File: src/rtl/dsss_spreader.sv
`timescale 1ns/1ps
module dsss_spreader #(
  parameter int AW = 6,
  parameter int DW = 16,
  parameter int DIVW = 8,
  parameter logic [AW-1:0] ROM_MASK = 6'h2D
) (
  input  logic            clk,
  input  logic            rst_n,
  input  logic            en,
  input  logic            chip_stb,
  input  logic            start,
  input  logic            wr_lo,
  input  logic            wr_hi,
  input  logic [DW/2-1:0] wr_data,
  input  logic [AW-1:0]   seq_start,
  input  logic [AW:0]     seq_len,
  input  logic [2:0]      ratio_mode,
  input  logic [DIVW-1:0] dclk_div,
  input  logic            raw_sel,
  input  logic            chclk_oe,
  input  logic            dout_oe,
  input  logic            dclk_oe,
  output logic            spread_out,
  output logic            chip_clk_out,
  output logic            data_out,
  output logic            data_clk_out,
  output logic            irq,
  output logic            irq_flag
);
  localparam int HB  = DW / 2;
  localparam int LW  = AW + 1;
  localparam int CW  = (AW + 3 > DIVW + 1) ? AW + 3 : DIVW + 1;
  localparam int BPW = $clog2(DW);

  logic [2**AW-1:0] rom;
  for (genvar a = 0; a < 2**AW; a++) begin : g_rom
    assign rom[a] = ^(ROM_MASK & AW'(a));
  end

  logic           run;
  logic [AW-1:0]  idx;
  logic [CW-1:0]  bcnt;
  logic [DW-1:0]  hold, sh;
  logic [BPW-1:0] bpos;

  logic [LW-1:0] len_m1;
  logic [CW-1:0] per_raw, per;
  logic [AW-1:0] addr;
  logic          chip, act, adv, wrap, last, go;

  assign len_m1 = (seq_len == '0) ? '0 : seq_len - 1'b1;
  assign addr   = seq_start + idx;
  assign chip   = rom[addr];
  assign go     = en & start;
  assign act    = en & run & chip_stb & ~start;
  assign wrap   = ({1'b0, idx} == len_m1);
  assign adv    = act & (bcnt == per - 1'b1);
  assign last   = (bpos == BPW'(DW - 1));

  always_comb begin
    case (ratio_mode)
      3'd1:    per_raw = CW'(seq_len >> 1);
      3'd2:    per_raw = CW'(seq_len >> 2);
      3'd3:    per_raw = CW'(seq_len) << 1;
      3'd4:    per_raw = CW'(seq_len) << 2;
      3'd5:    per_raw = CW'(dclk_div) + 1'b1;
      default: per_raw = CW'(seq_len);
    endcase
    per = (per_raw == '0) ? CW'(1) : per_raw;
  end

  assign spread_out   = run & (chip ^ (~raw_sel & sh[0]));
  assign data_out     = dout_oe & run & sh[0];
  assign chip_clk_out = chclk_oe & act;
  assign data_clk_out = dclk_oe & adv;

  always_ff @(posedge clk or negedge rst_n) begin
    if (!rst_n) begin
      run      <= 1'b0;
      idx      <= '0;
      bcnt     <= '0;
      hold     <= '0;
      sh       <= '0;
      bpos     <= '0;
      irq      <= 1'b0;
      irq_flag <= 1'b0;
    end else begin
      irq <= 1'b0;
      if (wr_lo) hold[HB-1:0]  <= wr_data;
      if (wr_hi) hold[DW-1:HB] <= wr_data;
      if (wr_hi) irq_flag <= 1'b0;
      if (go) begin
        run  <= 1'b1;
        idx  <= '0;
        bcnt <= '0;
        sh   <= hold;
        bpos <= '0;
      end else if (act) begin
        idx <= wrap ? '0 : idx + 1'b1;
        if (adv) begin
          bcnt <= '0;
          if (last) begin
            sh       <= hold;
            bpos     <= '0;
            irq      <= 1'b1;
            irq_flag <= 1'b1;
          end else begin
            sh   <= sh >> 1;
            bpos <= bpos + 1'b1;
          end
        end else begin
          bcnt <= bcnt + 1'b1;
        end
      end
    end
  end
endmodule

File: config.mk
export PLATFORM = sky130hd
export DESIGN_NAME = dsss_spreader
export DESIGN_NICKNAME = d
export VERILOG_FILES = /design/src/rtl/dsss_spreader.sv
export SDC_FILE = /design/constraint.sdc
export NUM_CORES = 1
export LEC_CHECK = 0
export CORE_ASPECT_RATIO = 1.75
export CORE_MARGIN = 2
export CORE_UTILIZATION = 41
export DETAILED_ROUTE_END_ITERATION = 8
export SLEW_MARGIN = 20
export SYNTH_ARGS = -nofsm -noshare
export SYNTH_HDL_FRONTEND = slang
export SYNTH_SLANG_ARGS = --single-unit
File: constraint.sdc
create_clock -name clk -period 5.1 [get_ports clk]
set_input_delay 0.765 -clock clk [delete_from_list [all_inputs] [get_ports clk]]
set_output_delay 0.765 -clock clk [all_outputs]
set_load 0.02 [all_outputs]
==> results.toml <==
[run_status]
status = "finished, final reports clean"

[timing]
finalCritPeriodShare_pct = 96.1
relSlewSlack_pct = 52.1
fin_tns_setup_ns = 0
clock.fmax_mhz = 204
setup_violations = 0
worst_pin_slew_ns = 0.719
report.final.hold_viol_count = 0
fin_skew_ns = 0.00816
holdWs_ns = 0.504
finalMaxSlewViolations = 0
finalCriticalPeriod_ns = 4.90
rsz0062_at_grt = "no"

[clocking]
cts_sinks = 54
ctsHoldBuffers = 0
clkTransAtPathRegs_ns = 0.06
clockRootBuffer = "clkbuf_16"
clk-insertion-delay-late_ns = 0.29
cts_made_buffers = 5
cts_tree = "yes"
clock_tree.buffer_depth = 2
cts_max_level = 2

[worst_hold_path]
holdCritPathClass = "register to register"
min_from = "hold[7]"

[layout]
nNetsFinal = 566
diodes = 0
regArea_um2 = 1350
multi_input_area_um2 = 2650
layout-drive-gt1-share_pct = 29.8
fill_cells = 908
final_cell_mix = "69 x buf_4, 54 x dfrtp_1, 43 x clkdlybuf4s50_1"
areaGrowthSynthToFinish_pct = 31.7
final_common_cell = "buf_4"

[yosys]
synth_area_um2 = 4070
synth-seq-cells = 54
synthDistinctLibCells = 79
syn_avg_cell_area_um2 = 9.98
async_flop_share_pct = 100
seq_area_frac_synth_pct = 33.2
syn_nets = 462
synth_edf_count = 0
synth_warnings = 0
synthesis.instances = 408
synth_flop_cell = "dfrtp_1"

[power_and_ir_drop]
p_per_area_nw_per_um2 = 263
ir_worst_vdd_mv = 0.325
leakage_uw = 0.00230
totalPowerFinal_uw = 1410

[floorplanning]
pin_count = 49
rows = 48
die_y_um = 136
die_w_um = 79.3
initial_utilization_pct = 41.6
dieArea_um2 = 10800
core_um2 = 9790

[global_route]
grt_pass1_vias = 3787
grt_max_degree = 55
track_usage_pct = 20.9
antenna_found_initial = 0
grt_pass1_wl_mm = 17.8
grt.overflow.total = 0

[setup_path]
cp.required_ns = 4.34
end_kind = "output pin"
cp.arrival_ns = 4.13
startpoint_type = "input port"
startpoint = "dclk_div[1]"
crit_fanout = 5
crit_type = "input port to output pin"
rr_startpoint = "bcnt[8]"

[routing]
antenna_left = 0
drcViolationCount = 0
via_per_inst = 5.66
wire_per_inst_um = 16.8
drtIter0Drc = 131
wl_mm = 10.7
dr.pass1.iters = 4
vias = 3611

[placement]
portBuffers = 48
hpwl_mm = 8.37
routabilityCongestion = 0.911

[run]
cap_violations = 0
sequential cells by signal, indices dropped and copies added (netlist names):
| signal | cells |
|---|---|
| hold | 16 |
| sh | 16 |
| bcnt | 9 |
| idx | 6 |
| bpos | 4 |
| irq | 1 |
| irq_flag | 1 |
| run | 1 |
logic make-up (layout without fill, tap and decap cells):
family          after synthesis  in the layout  synth area share (%)
fa+ha+maj                    11             11                  3.38
mux                          52             52                  15.4
buf+inv                      29            134                  3.44
flops                        54             54                  33.2
xor+xnor                     30             30                  6.79
compound gates               84             84                  16.4
simple gates                148            148                  21.4
cell type report:
cell class,count,share of cell area (%)
tap,125,2.92
sequential,54,25.2
timing repair buffer,118,18.8
clock buffer,8,3.10
multi-input combinational,325,49.4
inverter,8,0.560
per-layer routing:
layer  GRT usage, %  routed length, um  vias up
met4           8.43                384        0
met5              0                  0        -
met1           22.2               4040     1766
li1               -                  -     1733
met2           40.6               6030       86
met3           2.32                245       26
worst max-delay path, cell delays in order:
cell             delay [ns]
clkdlybuf4s50_1        0.44
ha_2                   0.34
nand2_1                0.05
a22o_1                 0.19
a221o_1                0.28
nor3b_2                0.17
nand4_1                0.10
nor2b_1                0.14
ha_1                   0.17
inv_1                  0.05
buf_4                  0.16
nor3b_4                0.21
and3b_1                0.23
o31ai_4                0.26
o2111a_1               0.24
and3_1                 0.17
clkbuf_2               0.16
timing repair:
action,CTS,global route
setup buffers,1,2
hold endpoints to repair,0,0
resized for setup,8,9
endpoints found under the setup margin,1,1
pin swaps,1,4
where the power goes:
| part | total, uW | switching [uW] | leakage (uW) | internal, uW |
|---|---|---|---|---|
| combinational | 491 | 207 | 0.00154 | 284 |
| clock | 368 | 146 | 0.0000832 | 222 |
| sequential | 550 | 48.6 | 0.000680 | 502 |
final timing paths:
kind	to	slack (ns)	cells after the start
worst min-delay path	hold[7]	0.50	1
worst max-delay path	data_clk_out	0.20	17
worst min register to register	hold[7]	0.50	1
max in group asynchronous	bcnt[0]	4.04	2
min in group asynchronous	sh[13]	0.58	2
worst max register to register	sh[4]	2.23	9
synthesized netlist by cell type, drive strengths merged, types with 3 or more instances:
cell     n  share of area, %
and2     7               1.1
xor2    13               2.8
a21oi    8              0.98
o21ai   18               2.5
a221o    3              0.74
nand3b   3              0.55
nor3b    8               1.7
nand2   26               2.4
buf      9               1.6
or3      3              0.46
nor4bb   4              0.98
xnor2   16               3.4
nor2b    8               1.2
nand3   17               2.2
nor2    25               2.3
mux2    49                15
ha      11               3.4
and3     5              0.77
nand4    8               1.4
nand2b   5              0.77
a221oi   3              0.80
a211oi   8               1.7
a31oi    3              0.46
clkbuf  12               1.1
dfrtp   54                33
o31ai    4              0.86
nor4     4              0.61
or4      3              0.65
o22ai    4              0.77
nor3    11               1.8
mux2i    3              0.74
o211ai   7               1.3
a21o     4              0.74
inv      8              0.74
stage by stage:
stage	util, %	setup slack, ns	cells	area, um2
global placement	52.2	-0.443	627	5110
finish	54.8	0.201	638	5360
detailed placement	52.2	-0.495	627	5110
global route	54.8	0.00370	638	5360
CTS	54.2	0.000133	636	5300
floorplan	-	0.523	408	4070
Note: power is estimated with default switching activity, not from simulation.
